## src/rtl/wp_pkg.sv

```systemverilog
// Package wp_pkg
// Shared types and constants for the write-protection controller.
// Assumes: register access type code and fixed write pattern are fixed by the bus protocol.
package wp_pkg;

    localparam logic [3:0] DEV_TYPE_WP = 4'b1011;   // device type code of the register
    localparam logic [1:0] WORD_SEL_WP = 2'b11;     // word address bits 7:6 for the register
    localparam logic [1:0] WR_FIXED_HI = 2'b01;     // required data bits 7:6 on write

    typedef struct packed {
        logic       en;      // software protection enable
        logic [1:0] bsel;    // protected fraction code
        logic       lock;    // one-time lock
    } wp_reg_t;

    localparam wp_reg_t WP_RESET = '{en: 1'b0, bsel: 2'b00, lock: 1'b0};

    // Place the register in its read layout.
    function automatic logic [7:0] wp_read_fmt(wp_reg_t r);
        return {4'b0000, r.en, r.bsel, r.lock};
    endfunction

endpackage

```

## src/rtl/wp_addr_decode.sv

```systemverilog
// Module wp_addr_decode
// Decides whether a transaction addresses the protection register and in
// which direction. Purely combinational.
// Assumes: address bytes are stable while the strobes are high.
module wp_addr_decode
    import wp_pkg::*;
(
    input  logic [2:0] hw_addr_i,
    input  logic [7:0] dev_addr_i,
    input  logic [7:0] word_addr_i,
    output logic       reg_sel_o,
    output logic       is_read_o
);

    logic type_ok;
    logic pins_ok;
    logic word_ok;
    logic unused_word_low;

    // Match device type, hardware pins and word address selector.
    always_comb begin
        type_ok   = (dev_addr_i[7:4] == DEV_TYPE_WP);
        pins_ok   = (dev_addr_i[3:1] == hw_addr_i);
        word_ok   = (word_addr_i[7:6] == WORD_SEL_WP);
        reg_sel_o = type_ok && pins_ok && word_ok;
        is_read_o = dev_addr_i[0];
    end

    // Low word address bits carry no meaning for the register.
    assign unused_word_low = ^word_addr_i[5:0];

endmodule

```

## src/rtl/wp_reg_file.sv

```systemverilog
// Module wp_reg_file
// Holds the protection register and applies writes under the confirmation,
// fixed-pattern and one-time lock rules.
// Assumes: wr_req_i is already qualified by address decode and direction.
module wp_reg_file
    import wp_pkg::*;
(
    input  logic    clk,
    input  logic    rst_n,
    input  logic    wr_req_i,
    input  logic [7:0] wdata_i,
    output wp_reg_t reg_o
);

    wp_reg_t reg_q;
    wp_reg_t next_val;
    logic    confirm_ok;
    logic    fixed_ok;
    logic    accept;

    // Check the write data and form the candidate value.
    always_comb begin
        confirm_ok = (wdata_i[5] == wdata_i[0]);
        fixed_ok   = (wdata_i[7:6] == WR_FIXED_HI) && !wdata_i[4];
        accept     = wr_req_i && confirm_ok && fixed_ok && !reg_q.lock;
        next_val   = '{en: wdata_i[3], bsel: wdata_i[2:1], lock: wdata_i[0]};
    end

    // Register update with synchronous reset.
    always_ff @(posedge clk) begin
        if (!rst_n) begin
            reg_q <= WP_RESET;
        end else if (accept) begin
            reg_q <= next_val;
        end
    end

    assign reg_o = reg_q;

    // a set lock stays set and freezes the register.
    p_lock_frozen_r7: assert property (@(posedge clk) disable iff (!rst_n)
        reg_q.lock |=> (reg_q.lock && $stable(reg_q)));

    // mismatched confirmation bit leaves the register untouched.
    p_confirm_abort_r5: assert property (@(posedge clk) disable iff (!rst_n)
        (wr_req_i && (wdata_i[5] != wdata_i[0])) |=> $stable(reg_q));

    // an accepted write is visible on the next cycle with the data fields.
    p_update_next_r11: assert property (@(posedge clk) disable iff (!rst_n)
        accept |=> (reg_q == $past(next_val)));

endmodule

```

## src/rtl/wp_range_check.sv

```systemverilog
// Module wp_range_check
// Classifies an array address as protected or not from the enable and the
// fraction code. Thresholds at 3/4, 1/2 and 1/4 of the array are generated.
// Assumes: ARRAY_BYTES is a multiple of 4.
module wp_range_check
    import wp_pkg::*;
#(
    parameter int ARRAY_BYTES = 256,
    localparam int AW = $clog2(ARRAY_BYTES)
) (
    input  logic          clk,
    input  logic          rst_n,
    input  wp_reg_t       reg_i,
    input  logic [AW-1:0] addr_i,
    output logic          prot_o
);

    localparam int QUARTER = ARRAY_BYTES / 4;

    logic [AW:0] addr_ext;
    logic [3:0]  at_or_above;   // index c: address within region for code c

    assign addr_ext = {1'b0, addr_i};

    // One comparator per fractional code; code 3 covers everything.
    for (genvar g = 0; g < 3; g++) begin : g_limit
        localparam int LIMIT = ARRAY_BYTES - (g + 1) * QUARTER;
        assign at_or_above[g] = (addr_ext >= LIMIT[AW:0]);
    end
    assign at_or_above[3] = 1'b1;

    // Select the comparator for the active code when enabled.
    always_comb begin
        prot_o = reg_i.en && at_or_above[reg_i.bsel];
    end

    // disabled protection never flags an address.
    p_disabled_clear_r8: assert property (@(posedge clk) disable iff (!rst_n)
        !reg_i.en |-> !prot_o);

    // code 11 protects the whole array.
    p_whole_array_r9: assert property (@(posedge clk) disable iff (!rst_n)
        (reg_i.en && (reg_i.bsel == 2'b11)) |-> prot_o);

endmodule

```

## src/rtl/wp_ctrl.sv

```systemverilog
// Module wp_ctrl
// Top of the write-protection controller: decodes register transactions,
// keeps the register, formats reads and flags protected array writes.
// Assumes: strobes are one cycle wide and come from a decoded bus front end.
module wp_ctrl
    import wp_pkg::*;
#(
    parameter int ARRAY_BYTES = 256,
    localparam int AW = $clog2(ARRAY_BYTES)
) (
    input  logic          clk,
    input  logic          rst_n,
    input  logic [2:0]    hw_addr_i,
    input  logic [7:0]    dev_addr_i,
    input  logic [7:0]    word_addr_i,
    input  logic [7:0]    wdata_i,
    input  logic          wr_stb_i,
    input  logic          rd_stb_i,
    output logic [7:0]    rdata_o,
    output logic          rd_valid_o,
    input  logic [AW-1:0] arr_addr_i,
    input  logic          arr_wr_i,
    output logic          protected_o,
    output logic          violation_o
);

    logic    reg_sel;
    logic    is_read;
    logic    wr_req;
    wp_reg_t reg_val;

    wp_addr_decode i_decode (
        .hw_addr_i   (hw_addr_i),
        .dev_addr_i  (dev_addr_i),
        .word_addr_i (word_addr_i),
        .reg_sel_o   (reg_sel),
        .is_read_o   (is_read)
    );

    // Qualify strobes with decode and direction.
    always_comb begin
        wr_req     = wr_stb_i && reg_sel && !is_read;
        rd_valid_o = rd_stb_i && reg_sel && is_read;
        rdata_o    = wp_read_fmt(reg_val);
    end

    wp_reg_file i_reg (
        .clk      (clk),
        .rst_n    (rst_n),
        .wr_req_i (wr_req),
        .wdata_i  (wdata_i),
        .reg_o    (reg_val)
    );

    wp_range_check #(.ARRAY_BYTES(ARRAY_BYTES)) i_range (
        .clk    (clk),
        .rst_n  (rst_n),
        .reg_i  (reg_val),
        .addr_i (arr_addr_i),
        .prot_o (protected_o)
    );

    // Flag array writes that fall into the protected region.
    always_comb begin
        violation_o = arr_wr_i && protected_o;
    end

    // upper read bits are always zero.
    p_read_upper_zero_r4: assert property (@(posedge clk) disable iff (!rst_n)
        rdata_o[7:4] == 4'b0000);

    // a read-direction strobe never alters the register.
    p_read_no_write_r12: assert property (@(posedge clk) disable iff (!rst_n)
        (wr_stb_i && dev_addr_i[0]) |=> $stable(rdata_o));

endmodule

```

## config.mk

```make
export PLATFORM = sky130hd
export DESIGN_NAME = wp_ctrl
export DESIGN_NICKNAME = d
export VERILOG_FILES = /design/src/rtl/wp_pkg.sv /design/src/rtl/wp_addr_decode.sv /design/src/rtl/wp_reg_file.sv /design/src/rtl/wp_range_check.sv /design/src/rtl/wp_ctrl.sv
export SDC_FILE = /design/constraint.sdc
export NUM_CORES = 1
export LEC_CHECK = 0
export ABC_AREA = 1
export CAP_MARGIN = 40
export CORE_MARGIN = 4
export CORE_UTILIZATION = 26
export CTS_CLUSTER_DIAMETER = 60
export CTS_CLUSTER_SIZE = 24
export DETAILED_ROUTE_END_ITERATION = 6
export PLACE_DENSITY = 0.82
export SYNTH_ARGS = -nofsm -noshare
export SYNTH_HDL_FRONTEND = slang
export SYNTH_SLANG_ARGS = --single-unit
```

## constraint.sdc

```tcl
create_clock -name clk -period 1.8 [get_ports clk]
set_input_delay 0.36 -clock clk [delete_from_list [all_inputs] [get_ports clk]]
set_output_delay 0.36 -clock clk [all_outputs]
set_load 0.02 [all_outputs]
```

* After elaboration in Yosys (flattened, before gate mapping)
Cells that the tools add are included.
** Cells by class
- Reduce and logical (&&, ||, !) cells :: 15
- Order comparisons :: 4
- Equal/unequal tests :: 5
- Muxes and demuxes :: 2
** Operators by type and width (count)
- greater-or-equal comparator 8 bit (second input constant) :: 2
- logical AND 1 bit :: 12
- greater-or-equal comparator 8 x 7 -> 1 bit (second input constant) :: 1
- == test 4 bit (second input constant) :: 1
- == test 3 bit :: 1
- zero test 1 bit :: 3
- < comparator 2 x 3 -> 1 bit (second input constant) :: 1
- binary-select mux 1 bit (select 2 bit) :: 1
- == test 2 x 1 -> 1 bit (second input constant) :: 1
- == test 2 bit (second input constant) :: 1
- == test 1 bit :: 1
- 2-to-1 mux 1 bit :: 1
** Storage, ports and cells
- Output and inout bits :: 11
- Register bits :: 4
- Bits of input ports :: 40

* Depth between registers and ports, before layout
- Word-level depth :: 8
- Mapped depth :: 9

* Modules after synthesis
Synthesis repeated with hierarchy kept, for this count alone.
** Unflattened totals
- Cells, all modules :: 78
- Area total of the unflattened synthesis :: 399.1 um^2
** By module, submodules not included
- wp_reg_file :: instances 1, cells each 39, seq. area each 80.1 um^2, area each 222.7 um^2
- wp_addr_decode :: instances 1, cells each 21, seq. area each 0.0 um^2, area each 92.6 um^2
- wp_ctrl :: instances 1, cells each 12, seq. area each 0.0 um^2, area each 60.1 um^2
- wp_range_check :: instances 1, cells each 6, seq. area each 0.0 um^2, area each 23.8 um^2

* Worst setup path after synthesis
OpenSTA, ideal clock, no wires.
- Kind :: reg-to-output
- Start :: register i_reg.reg_q, in the netlist i_reg.reg_o[2]
- End :: output port violation_o
- Cell stages (with the launch flop) :: 4
- Slack :: 0.272 ns
- Arrival :: 1.168 ns
- Cells stage by stage :: dfxtp_1 > a211o_1 > inv_1 > nor3b_1
** On the way
- Word-level cells in the longest chain between the ends :: 4
** Ends and longest elaborated chain
- start, declared :: RTL line wp_reg_file.sv:15 : wp_reg_t reg_q;
- start signal, assigned :: RTL line wp_reg_file.sv:34 : reg_q <= next_val;
- binary-select mux 1 bit (select 2 bit) :: RTL line wp_range_check.sv:34 : prot_o = reg_i.en && at_or_above[reg_i.bsel];
- 2-to-1 mux 1 bit (implied by the code) :: RTL line wp_range_check.sv:34
- logical AND 1 bit :: RTL line wp_range_check.sv:34
- logical AND 1 bit :: RTL line wp_ctrl.sv:65 : violation_o = arr_wr_i && protected_o;
- end, declared :: RTL line wp_ctrl.sv:24 : output logic violation_o
Every way passes these cells. The select of a mux whose other input is x is not followed.

* Worst setup path after layout
- Start :: input port arr_addr_i[7]
- End :: output port violation_o
** On the way
- Word-level cells in the longest chain between the ends :: 5
- Elaborated cells on any way between the ends :: 7
- Those cells by class :: order compare: 3; mux: 2; reduce/logical: 2
** Ends and longest elaborated chain
- start, declared :: RTL line wp_ctrl.sv:21 : input logic [AW-1:0] arr_addr_i,
- greater-or-equal comparator 8 bit or greater-or-equal comparator 8 x 7 -> 1 bit (tied branches) :: RTL line wp_range_check.sv:28 : assign at_or_above[g] = (addr_ext >= LIMIT[AW:0]);
- binary-select mux 1 bit (select 2 bit) (*) :: RTL line wp_range_check.sv:34
- 2-to-1 mux 1 bit (implied by the code) (*) :: RTL line wp_range_check.sv:34
- logical AND 1 bit (*) :: RTL line wp_range_check.sv:34
- logical AND 1 bit (*) :: RTL line wp_ctrl.sv:65
Every way passes the cells marked *; elsewhere a longest branch is shown, timed or not. The select of a mux whose other input is x is not followed.

==> impl_metrics.toml <==
[timing]
holdWs_ns = 0.4603
hold_violations = 0
timing.final.ws_setup_ns = 0.08661
fmax_mhz = 583.6
setup_viol = 0
min_period_ns = 1.713
fin_skew_ns = 0.001746
rsz0062_at_grt = "no"
fin_crit_sh_pct = 95.19
finalMaxSlewViolations = 0

[drt]
drc = 0
vias = 501
via_per_inst = 4.073
ant_nets = 0
firstDrtPassIters = 4
routed_wl_mm = 1.153
drtIter0Drc = 5
post_drt_wl_per_cell_um = 9.374

[power_and_ir_drop]
power.density_mw_per_mm2 = 365.2
ir_drop_mv = 0.3758
leakage_uw = 0.0004738
p_total_uw = 295.2

[worst_setup_path]
arrival_ns = 1.35
cp.buffers_inverters = 3
critical_path_class = "in2out"
crit_path_end_kind = "output port"
path_max_fanout = 2
crit_family = "buffers and inverters"
cp.required_ns = 1.44
path_cells = "clkdlybuf4s50_1, a211o_1, inv_1, nor3b_1, buf_2"
start_kind = "primary input"
cpPeakStageDelay_ns = 0.42
slowest_stage = "clkdlybuf4s50_1"

[clocking]
clk_latency_ns = 0.23
hold_buffers = 0
cts.sinks = 4
clk_pin_slew_ns = 0.04
cts_root_buffer = "clkbuf_4"
htree_levels = 1
clock_path_buffers = 2
cts_tree = "yes"
cts_made_buffers = 3

[layout]
drive_gt1_share_pct = 18.52
final_nets = 150
seqCellArea_um2 = 80.08
diodes = 0
area_growth_syn_to_layout_pct = 107.1
stdcell_count = 123
utilization_pct = 59.87
largest_reg_flops = 4
nFillCells = 131
multi_input_area_um2 = 244.0

[placement]
pre_cts_slack_ns = -0.4593
placement.io_buffers = 34
dp_hpwl_um = 966.8
place_congestion = 0.7349
dp_cells = 119

[grt]
track_usage_pct = 11.40
grt_pass1_wl_mm = 1.731
grt_pass1_vias = 443
grt_max_degree = 7
antenna_found_initial = 0
grt-ovfl-total = 0

[logic_synthesis]
yosysTopAreaCell = "dfxtp_1"
yosysMostFrequentCell = "nand2_1"
ys.flop_type = "dfxtp_1"
synth_edf_count = 0
yosysSeqAreaShare_pct = 20.51
netlist_instances = 67
ys_ff_latch = 4
post_synth_num_cell_types = 17
synth_top_area_share_pct = 20.51
yosysWarnings = 0
avgSynthCellArea_um2 = 5.826
ys_top_cells_by_area = "dfxtp_1, nand2_1, inv_1"
synth_area_um2 = 390.4
synth_commonest_cells = "nand2_1, inv_1, nor2_1, buf_4, dfxtp_1"
synth-async-reset-ratio_pct = 0

[run]
maxCapViolCount = 0

[floorplan]
coreArea_mm2 = 0.001350
io_pins = 51
rows = 13
die_h_um = 46.75
start_util_pct = 28.92
die_x_um = 46.75
dieArea_mm2 = 0.002186

[hold_path]
hp-class = "reg2reg"

[status]
status = "finished, final reports clean"
-- power by group --
group          internal, uW  total [uW]  switching [uW]
sequential             89.2        89.2         0.00475
clock                  74.4         108            33.9
combinational          61.7        97.7            36.0
total                   225         295            69.9
-- worst min-delay path, cell delays in order (launching register included) --
cell and delay [ns]:
dfxtp_1 0.31, inv_1 0.05, a21oi_1 0.05
-- area by class of cell --
cell class / instances / area share [%]
Timing Repair Buffer: 39 / 48.30
Multi-Input combinational cell: 48 / 30.19
Sequential cell: 4 / 9.907
Inverter: 14 / 6.502
Clock buffer: 3 / 2.786
Tap cell: 15 / 2.322
-- worst paths after layout --
kind / startpoint / end / slack, ns / depth (start not counted)
worst max-delay path: arr_addr_i[7] / violation_o / 0.09 / 5
worst min-delay path: i_reg.reg_o[0] / i_reg.reg_o[0] / 0.46 / 2
worst max register to register: i_reg.reg_o[0] / i_reg.reg_o[3] / 0.78 / 6
worst min register to register: i_reg.reg_o[0] / i_reg.reg_o[0] / 0.46 / 2
-- layer usage --
| layer | track usage [%] | share of wire (%) |
|---|---|---|
| met1 | 11.03 | 40 |
| met2 | 20.05 | 49 |
| met3 | 7.280 | 11 |
| met4 | 3.315 | 0 |
| met5 | 0 | 0 |
-- cells in the final DEF (no fill, tap or decap), types with 2 or more instances in the layout --
master / count
buf_2: 2
buf_4: 6
clkbuf_4: 3
clkdlybuf4s50_1: 21
conb_1: 4
dfxtp_1: 4
dlymetal6s2s_1: 10
inv_1: 13
nand2_1: 18
nand2_2: 2
nand3_2: 2
nor2_1: 12
nor2_4: 2
-- stage by stage --
step | TNS [ns] | instance area, um2
after floorplan | 0 | 401.6
after global placement | -1.039 | 760.7
after detailed placement | -1.118 | 760.7
after CTS | 0 | 770.7
after global routing | 0 | 808.3
final | 0 | 808.3
-- cells by family after synthesis --
group	after synthesis	synth area share, %
DFF	4	20.51
and+or+nand+nor	41	52.56
other	1	0.9606
buffers and inverters	18	21.15
AOI/OAI and AO/OA	3	4.806
-- timing repair --
| action | 4_1_cts | 5_1_grt |
|---|---|---|
| hold endpoints to repair | 0 | 0 |
| setup endpoints to repair | 3 | 1 |
| setup buffers | 0 | 1 |
| gates resized for setup | 14 | 12 |
| pin swaps | 0 | 7 |
Power figures use the tool's default switching activity.
